===== src/rtl/strap_pkg.sv =====
// Shared encodings for the strap sampler.
// Assumes a two-bit line-rate code in which one value is illegal.
package strap_pkg;
    typedef logic [1:0] speed_t;
    localparam speed_t SPD_1G25  = 2'b00;
    localparam speed_t SPD_2G5   = 2'b01;
    localparam speed_t SPD_3G125 = 2'b10;
    localparam speed_t SPD_BAD   = 2'b11;
    localparam speed_t SPD_DEF   = SPD_3G125;

    // Reports whether a line-rate code names a supported rate.
    function automatic logic spd_legal(input speed_t code);
        return code != SPD_BAD;
    endfunction
endpackage


===== src/rtl/strap_window.sv =====
// Stability window: counts consecutive rising edges at which the strap
// vector is unchanged and pulses capture when the run reaches STABLE.
// After that it freezes. Assumes STABLE >= 1.
module strap_window #(
    parameter int VECW   = 8,
    parameter int STABLE = 10
) (
    input  logic            clk,
    input  logic            rst_n,
    input  logic [VECW-1:0] vec,
    output logic            capture,
    output logic            done
);
    localparam int CW = $clog2(STABLE + 1);

    logic [VECW-1:0] prev_q;
    logic [CW-1:0]   run_q;
    logic [CW-1:0]   run_nx;

    // Length of the run including the current edge.
    always_comb begin
        if (run_q == '0 || vec != prev_q) run_nx = CW'(1);
        else                              run_nx = run_q + CW'(1);
    end

    assign capture = !done && (run_nx == CW'(STABLE));

    // Track the run until capture, then hold everything.
    always_ff @(posedge clk) begin
        if (!rst_n) begin
            prev_q <= '0;
            run_q  <= '0;
            done   <= 1'b0;
        end else if (!done) begin
            prev_q <= vec;
            run_q  <= run_nx;
            if (capture) done <= 1'b1;
        end
    end

    assert_run_bound_R1: assert property (@(posedge clk) disable iff (!rst_n)
        run_q <= CW'(STABLE));
    assert_capture_sets_done_R1: assert property (@(posedge clk) disable iff (!rst_n)
        capture |=> done);
    assert_done_holds_R2: assert property (@(posedge clk) disable iff (!rst_n)
        done |=> done);
endmodule


===== src/rtl/strap_speed.sv =====
// Line-rate register: loads the strap at capture, or a software value once
// frozen. Replaces the illegal code with the default and latches an error.
module strap_speed
    import strap_pkg::*;
(
    input  logic   clk,
    input  logic   rst_n,
    input  logic   capture,
    input  logic   done,
    input  speed_t strap_code,
    input  logic   wr_en,
    input  speed_t wr_code,
    output speed_t speed_q,
    output logic   err_q
);
    logic   load;
    speed_t src;

    // Pick the source of a load: the strap at capture, otherwise software.
    always_comb begin
        load = capture || (done && wr_en);
        src  = capture ? strap_code : wr_code;
    end

    // Store the code, falling back on illegal input.
    always_ff @(posedge clk) begin
        if (!rst_n) begin
            speed_q <= SPD_DEF;
            err_q   <= 1'b0;
        end else if (load) begin
            speed_q <= spd_legal(src) ? src : SPD_DEF;
            if (!spd_legal(src)) err_q <= 1'b1;
        end
    end

    assert_speed_legal_R6: assert property (@(posedge clk) disable iff (!rst_n)
        speed_q != SPD_BAD);
    assert_err_sticky_R6: assert property (@(posedge clk) disable iff (!rst_n)
        err_q |=> err_q);
    assert_no_write_before_R9: assert property (@(posedge clk) disable iff (!rst_n)
        (!done && !capture) |=> $stable(speed_q));
endmodule


===== src/rtl/strap_pair_map.sv =====
// Per-pair decode: power coupling of the two ports and the lane index maps.
// Assumes the lower port of a pair is the one that can run four lanes.
module strap_pair_map #(
    parameter int LANES = 4,
    parameter int IDXW  = 2
) (
    input  logic                  split,
    input  logic                  pwr_lo,
    input  logic                  pwr_hi,
    input  logic                  tx_rev,
    input  logic                  rx_rev,
    output logic                  off_lo,
    output logic                  off_hi,
    output logic [LANES*IDXW-1:0] tx_map,
    output logic [LANES*IDXW-1:0] rx_map
);
    logic rx_rev_eff;

    // Power state: the upper port goes down with the lower one or when unused.
    always_comb begin
        off_lo     = pwr_lo;
        off_hi     = pwr_lo || pwr_hi || !split;
        rx_rev_eff = rx_rev && !split;
    end

    for (genvar l = 0; l < LANES; l++) begin : g_lane
        assign tx_map[l*IDXW +: IDXW] = tx_rev     ? IDXW'(LANES-1-l) : IDXW'(l);
        assign rx_map[l*IDXW +: IDXW] = rx_rev_eff ? IDXW'(LANES-1-l) : IDXW'(l);
    end
endmodule


===== src/rtl/strap_sampler.sv =====
// Reset-time strap sampler for a switch made of port pairs that can each
// run four lanes. It captures the straps after a stable window, freezes them,
// and decodes width, power, line rate and lane order. Software may later
// replace the line rate and the power-down requests. Reset is synchronous
// and active low.
module strap_sampler
    import strap_pkg::*;
#(
    parameter int NUM_PAIRS     = 2,
    parameter int LANES         = 4,
    parameter int STABLE_CYCLES = 10,
    localparam int NUM_PORTS    = 2 * NUM_PAIRS,
    localparam int IDXW         = (LANES > 1) ? $clog2(LANES) : 1,
    localparam int MAPW         = NUM_PAIRS * LANES * IDXW
) (
    input  logic                 clk,
    input  logic                 rst_n,
    input  logic [NUM_PAIRS-1:0] strap_split,
    input  logic [NUM_PORTS-1:0] strap_pwr,
    input  logic [1:0]           strap_speed,
    input  logic                 strap_tx_rev,
    input  logic                 strap_rx_rev,
    input  logic                 sw_speed_we,
    input  logic [1:0]           sw_speed,
    input  logic                 sw_pwr_we,
    input  logic [NUM_PORTS-1:0] sw_pwr,
    output logic                 cfg_valid,
    output logic [NUM_PAIRS-1:0] port_split,
    output logic [NUM_PORTS-1:0] port_off,
    output logic [1:0]           line_speed,
    output logic                 speed_err,
    output logic [MAPW-1:0]      tx_lane_map,
    output logic [MAPW-1:0]      rx_lane_map
);
    localparam int VECW = NUM_PAIRS + NUM_PORTS + 4;

    logic                 capture;
    logic                 done;
    logic [NUM_PAIRS-1:0] split_q;
    logic [NUM_PORTS-1:0] pwr_q;
    logic                 tx_rev_q;
    logic                 rx_rev_q;
    speed_t               speed_q;

    strap_window #(.VECW(VECW), .STABLE(STABLE_CYCLES)) u_window (
        .clk     (clk),
        .rst_n   (rst_n),
        .vec     ({strap_rx_rev, strap_tx_rev, strap_speed, strap_pwr, strap_split}),
        .capture (capture),
        .done    (done)
    );

    strap_speed u_speed (
        .clk        (clk),
        .rst_n      (rst_n),
        .capture    (capture),
        .done       (done),
        .strap_code (strap_speed),
        .wr_en      (sw_speed_we),
        .wr_code    (sw_speed),
        .speed_q    (speed_q),
        .err_q      (speed_err)
    );

    // Hold the width and lane-order straps from capture on.
    always_ff @(posedge clk) begin
        if (!rst_n) begin
            split_q  <= '0;
            tx_rev_q <= 1'b0;
            rx_rev_q <= 1'b0;
        end else if (capture) begin
            split_q  <= strap_split;
            tx_rev_q <= strap_tx_rev;
            rx_rev_q <= strap_rx_rev;
        end
    end

    // Power-down requests: strap at capture, software writes once frozen.
    always_ff @(posedge clk) begin
        if (!rst_n)                pwr_q <= '1;
        else if (capture)          pwr_q <= strap_pwr;
        else if (done && sw_pwr_we) pwr_q <= sw_pwr;
    end

    for (genvar p = 0; p < NUM_PAIRS; p++) begin : g_pair
        strap_pair_map #(.LANES(LANES), .IDXW(IDXW)) u_map (
            .split  (split_q[p]),
            .pwr_lo (pwr_q[2*p]),
            .pwr_hi (pwr_q[2*p+1]),
            .tx_rev (tx_rev_q),
            .rx_rev (rx_rev_q),
            .off_lo (port_off[2*p]),
            .off_hi (port_off[2*p+1]),
            .tx_map (tx_lane_map[p*LANES*IDXW +: LANES*IDXW]),
            .rx_map (rx_lane_map[p*LANES*IDXW +: LANES*IDXW])
        );

        assert_wide_upper_off_R5: assert property (@(posedge clk) disable iff (!rst_n)
            !port_split[p] |-> port_off[2*p+1]);
        assert_lower_drags_upper_R4: assert property (@(posedge clk) disable iff (!rst_n)
            port_off[2*p] |-> port_off[2*p+1]);
        assert_rx_ident_split_R8: assert property (@(posedge clk) disable iff (!rst_n)
            port_split[p] |-> (rx_lane_map[p*LANES*IDXW +: IDXW] == '0));
    end

    assign cfg_valid  = done;
    assign port_split = split_q;
    assign line_speed = speed_q;

    assert_frozen_straps_R2: assert property (@(posedge clk) disable iff (!rst_n)
        cfg_valid |=> ($stable(port_split) && $stable(tx_lane_map) && $stable(rx_lane_map)));
    assert_pwr_no_early_write_R9: assert property (@(posedge clk) disable iff (!rst_n)
        (!cfg_valid && !capture) |=> $stable(port_off));
endmodule


===== config.mk =====
export PLATFORM = sky130hd
export DESIGN_NAME = strap_sampler
export DESIGN_NICKNAME = d
export VERILOG_FILES = /design/src/rtl/strap_pkg.sv /design/src/rtl/strap_window.sv /design/src/rtl/strap_speed.sv /design/src/rtl/strap_pair_map.sv /design/src/rtl/strap_sampler.sv
export SDC_FILE = /design/constraint.sdc
export NUM_CORES = 1
export LEC_CHECK = 0
export ABC_AREA = 1
export BUFFER_PORTS_ARGS = -buffer_cell sky130_fd_sc_hd__clkbuf_2
export CAP_MARGIN = 10
export CORE_ASPECT_RATIO = 0.75
export CORE_MARGIN = 5
export CORE_UTILIZATION = 40
export CTS_CLUSTER_SIZE = 30
export DETAILED_ROUTE_END_ITERATION = 6
export PLACE_DENSITY = 0.8
export RECOVER_POWER = 50
export SYNTH_ARGS = -nofsm -noshare
export SYNTH_HDL_FRONTEND = slang
export SYNTH_HIERARCHICAL = 1
export SYNTH_SLANG_ARGS = --single-unit

===== constraint.sdc =====
create_clock -name clk -period 4.4 [get_ports clk]
set_input_delay 0.88 -clock clk [delete_from_list [all_inputs] [get_ports clk]]
set_output_delay 0.88 -clock clk [all_outputs]
set_load 0.05 [all_outputs]

=== Word level (Yosys, flattened, before mapping) ===
Cells that the tools add are included.
W data, S select, Z words.

* Register bits: 26
* Output and inout port bits: 42
* Word-level logic and storage cells: 50

* Add/sub/neg operators: 1
* Equal/unequal tests: 3
* Muxes and demuxes: 19
* Bitwise operators: 1
* Reductions and logical operators: 17

{| class="wikitable"
|+ Operator list
! operator !! number
|-
| $mux W2 || 14
|-
| $mux W4 || 3
|-
| $ne A10 B10 Y1 || 1
|-
| $logic_or A1 B1 Y1 || 6
|-
| $logic_and A1 B1 Y1 || 5
|-
| $add A4 B1 Y4 const B || 1
|-
| $eq A4 B4 Y1 const B || 1
|-
| $logic_not A4 Y1 || 1
|-
| $logic_not A1 Y1 || 3
|-
| $mux W1 || 2
|-
| $ne A2 B2 Y1 const B || 1
|-
| $reduce_and A2 Y1 || 1
|-
| $reduce_bool A2 Y1 || 1
|-
| $not A1 Y1 || 1
|}

=== Logic depth before layout (Yosys ltp) ===
* Depth in word-level cells: 9
* Gate-level depth with buffers: 15
* Mapped depth without buffers: 13

=== Modules after synthesis ===
Netlist, hierarchy kept.

{| class="wikitable"
|+ By module, submodules not included
! module !! instances !! cells each !! area each (um2) !! sequential area each (um2)
|-
| strap_window || 1 || 115 || 779.5 || 300.3
|-
| strap_sampler || 1 || 49 || 351.6 || 160.2
|-
| strap_pair_map || 2 || 21 || 137.6 || 0.0
|-
| strap_speed || 1 || 22 || 161.4 || 60.1
|}

=== Worst setup path before layout ===
OpenSTA, ideal clock, no wires.

* Kind: input to register
* Start point: input strap_speed[0]
* End point: register pwr_q[0]
* Library setup time: 120 ps
* Data arrival time: 2,112 ps
* Setup slack: 2,169 ps
* Cell stages on the path: 12
* Cell sequence: xnor2_1 nand2_1 nor2_2 nand4_1 nor2_1 buf_6 inv_4 buf_6 nand2_2 nand2_1 nand2_1 nand3_1

* Cells in the longest elaborated chain, start to end: 6

{| class="wikitable"
|+ RTL lines
! element !! RTL line !! text
|-
| from (decl) || strap_sampler.sv:20 || <nowiki>input logic [1:0] strap_speed,</nowiki>
|-
| $ne A10 B10 Y1 (*) || strap_window.sv:22 || <nowiki>if (run_q == '0 || vec != prev_q) run_nx = CW'(1);</nowiki>
|-
| $logic_or A1 B1 Y1 (*) || strap_window.sv:22 ||
|-
| $mux W4 (*) || strap_window.sv:22 ||
|-
| $eq A4 B4 Y1 (*) || strap_window.sv:26 || <nowiki>assign capture = !done && (run_nx == CW'(STABLE));</nowiki>
|-
| $logic_and A1 B1 Y1 (*) || strap_window.sv:26 ||
|-
| net capture || strap_sampler.sv:37 || <nowiki>logic capture;</nowiki>
|-
| $mux W4 or $reduce_bool A2 Y1 (tied branches) || - ||
|-
| to (signal assigned) || strap_sampler.sv:81 || <nowiki>else if (capture) pwr_q <= strap_pwr;</nowiki>
|-
| to (signal assigned) || strap_sampler.sv:82 || <nowiki>else if (done && sw_pwr_we) pwr_q <= sw_pwr;</nowiki>
|-
| to (decl) || strap_sampler.sv:40 || <nowiki>logic [NUM_PORTS-1:0] pwr_q;</nowiki>
|}

The timed path passes the listed nets; every way through them passes the cells marked *.
A chain may end at the register's enable or synchronous reset.

=== Final worst setup path ===
* Start point: input strap_split[1]
* End point: register u_speed.err_q

* Cells in the longest elaborated chain, start to end: 9

{| class="wikitable"
|+ RTL lines
! element !! RTL line !! text
|-
| from (decl) || strap_sampler.sv:18 || <nowiki>input logic [NUM_PAIRS-1:0] strap_split,</nowiki>
|-
| $ne A10 B10 Y1 (*) || strap_window.sv:22 ||
|-
| $logic_or A1 B1 Y1 (*) || strap_window.sv:22 ||
|-
| $mux W4 (*) || strap_window.sv:22 ||
|-
| $eq A4 B4 Y1 (*) || strap_window.sv:26 ||
|-
| $logic_and A1 B1 Y1 (*) || strap_window.sv:26 ||
|-
| net capture || strap_sampler.sv:37 ||
|-
| $mux W2 || strap_speed.sv:22 || <nowiki>src = capture ? strap_code : wr_code;</nowiki>
|-
| $ne A2 B2 Y1 || strap_pkg.sv:13 || <nowiki>return code != SPD_BAD;</nowiki>
|-
| $not A1 Y1 (no line) || - ||
|-
| $reduce_and A2 Y1 (no line) (*) || - ||
|-
| to (signal assigned) || strap_speed.sv:29 || <nowiki>err_q <= 1'b0;</nowiki>
|-
| to (signal assigned) || strap_speed.sv:32 || <nowiki>if (!spd_legal(src)) err_q <= 1'b1;</nowiki>
|-
| to (decl) || strap_speed.sv:14 || <nowiki>output logic err_q</nowiki>
|}

Marked as above.

==> metrics.yaml <==
outcome:
  status: "finished, final reports clean"
synthesis:
  ys_types: 23
  yosysWarnings: 6
  netlist_instances: 228
  netlist_area_um2: 1570
  yosysSeqAreaShare: 0.332
  synth_seq_cells: 26
  avgSynthCellArea_um2: 6.88
  syn-num-nets: 250
sta:
  rsz0062_at_grt: "no"
  skew_ns: 0.00840
  setup_viol: 0
  holdWs_ns: 0.466
  tns_ns: 0
  max_freq_mhz: 385
  fin_crit_sh: 0.590
  relSlewSlack: 0.361
  worst_pin_slew_ns: 0.958
  period_needed_ns: 2.60
  slew_violations: 0
  hold_violations: 0
  fin_ws_ns: 1.80
setup_path:
  end_kind: "register"
  start_kind: "primary input"
  required_ns: 4.61
  reg2reg_from: "u_window/run_q[0]"
  worst-path-stages: 13
  reg2reg_depth: 11
  critPathSlowestCell: "nor2_1"
  max_stage_delay_ns: 0.65
  cpMostUsedCell: "nand2_1"
  critPathMaxFanout: 12
  critPathLaunch: "strap_split[1]"
  critPathTopFamily: "simple AND/OR/NAND/NOR gates"
  critPathKind: "in2reg"
  worstPathCellList: "clkbuf_2 > inv_1 > nand2_1 > nand2_1 > nor2_1 > nand2_1 > nor2_4 > nand4_1 > nor2_1 > nand2_1 > nand2_2 > nand3_2 > a21oi_2"
  cp_num_buf_inv: 2
  worst_ep_arrival_time_ns: 2.80
floorplan:
  start_util: 0.420
  die_w_um: 82.3
  die_h_um: 64.2
  ios: 62
  coreArea_um2: 3730
  die-area_um2: 5280
  num_rows: 19
cells_and_area:
  num-nets-final: 281
  fillerInstances: 406
  area_growth_pct: 10.1
  drive_gt1_frac: 0.248
  final_cell_mix: "44 x nand2_1, 41 x clkbuf_2, 26 x dfxtp_1, 25 x nor2_1, 21 x inv_1"
  antenna_cells: 0
  final_common_cell: "nand2_1"
  fin_cells: 310
place:
  pre_cts_slack_ns: 1.57
  dp_hpwl_um: 2560
  port_buffers: 61
  dp_cells: 306
  gp_congestion: 0.844
route:
  dr_total_vias: 1421
  postRouteWirelength_um: 3370
  drtIter0Drc: 52
  drt-pass1-iter-count: 4
  wire_per_inst_um: 10.9
  viasPerCell: 4.58
  ant_nets: 0
  drc: 0
global_route:
  grt_antenna_before_repair: 0
  grt_pass1_wl_um: 5600
  grt_util_all_layers: 0.132
  grt_pass1_vias: 1260
  grt_remaining_overflow: 0
  grt_max_degree: 26
worst_hold_path:
  worstHoldStart: "u_speed/err_q"
  hold_path_depth: 2
  hp-class: "reg2reg"
clock_tree:
  cts_root_buffer: "clkbuf_8"
  cts.htree.levels: 1
  post_cts_buffers: 0
  cts_tree: "done"
  clock-sinks: 26
  clk_path_buf_depth: 2
  clk_pin_slew_ns: 0.08
  clkLatencyLatePin_ns: 0.27
  cts_hold_buffers: 0
  ctsResizeCount: 0
  cts_buffers: 3
run:
  drv_cap: 0
pwr:
  leakage_nw: 0.853
  p_per_area_nw_per_um2: 280
  max-vdd-ir-drop_mv: 0.182
worst min-delay path, cell delays in order, from the launching register on:
cell and delay (ns):
dfxtp_1 0.31, inv_1 0.06, a21oi_2 0.05
cell families after synthesis:
logic type / synth area share
and+or+nand+nor: 0.281
buffers and inverters: 0.234
AOI/OAI and AO/OA: 0.0982
DFF: 0.332
xor gates and xnor gates: 0.0391
adders and majority gates: 0.0160
where the power goes:
group          internal [mW]  switching, mW
Combinational         0.0179         0.0241
Sequential             0.241        0.00370
Clock                  0.122         0.0755
Total                  0.380          0.103
area by class of cell:
| cell class | instances | area [µm²] | area share |
|---|---|---|---|
| multi-input cells | 139 | 681 | 0.394 |
| flip-flops and latches | 26 | 520 | 0.302 |
| repair buffers | 61 | 280 | 0.162 |
| inverters | 28 | 108 | 0.0624 |
| well taps | 52 | 65.1 | 0.0377 |
| clock buffers | 3 | 41.3 | 0.0239 |
| clock inverters | 1 | 30.0 | 0.0174 |
worst paths after layout:
| path | endpoint | slack (ns) |
|---|---|---|
| worst max-delay path | u_speed/err_q | 1.80 |
| worst min-delay path | u_speed/err_q | 0.47 |
| worst max register to register | u_speed/err_q | 1.95 |
| worst min register to register | u_speed/err_q | 0.47 |
metal layers:
layer  vias to the layer above  track usage  part of all wire
li1                        743            -                 -
met1                       618        0.167              0.47
met2                        56        0.216              0.42
met3                         4       0.0351              0.10
met4                         0       0.0436             0.012
met5                         -            0                 0
through the flow:
step | utilization | total power, mW | instance area (µm²)
after CTS | 0.469 | 0.492 | 1750
after detailed placement | 0.450 | 0.292 | 1680
final | 0.462 | 0.484 | 1730
after global routing | 0.462 | 0.505 | 1730
after global placement | 0.450 | 0.291 | 1680
after floorplan | - | 0.274 | 1570
registers in the layout (all words and copies together), names as in the netlist:
signal           flops
u_window/prev_q     10
pwr_q                4
u_window/run_q       4
port_split           2
u_speed/speed_q      2
rx_rev_q             1
tx_rev_q             1
u_speed/err_q        1
u_window/done        1
cells in the mapped netlist (all sizes together):
master	n	share of area
a21oi	12	0.041
buf	32	0.16
clkbuf	3	0.0072
clkinv	1	0.0024
dfxtp	26	0.33
ha	2	0.016
inv	27	0.066
nand2	53	0.14
nand3	18	0.061
nand4	2	0.0080
nor2	27	0.071
o21ai	18	0.057
xnor2	6	0.034
xor2	1	0.0056
Note: power is estimated with default switching activity, not from simulation.
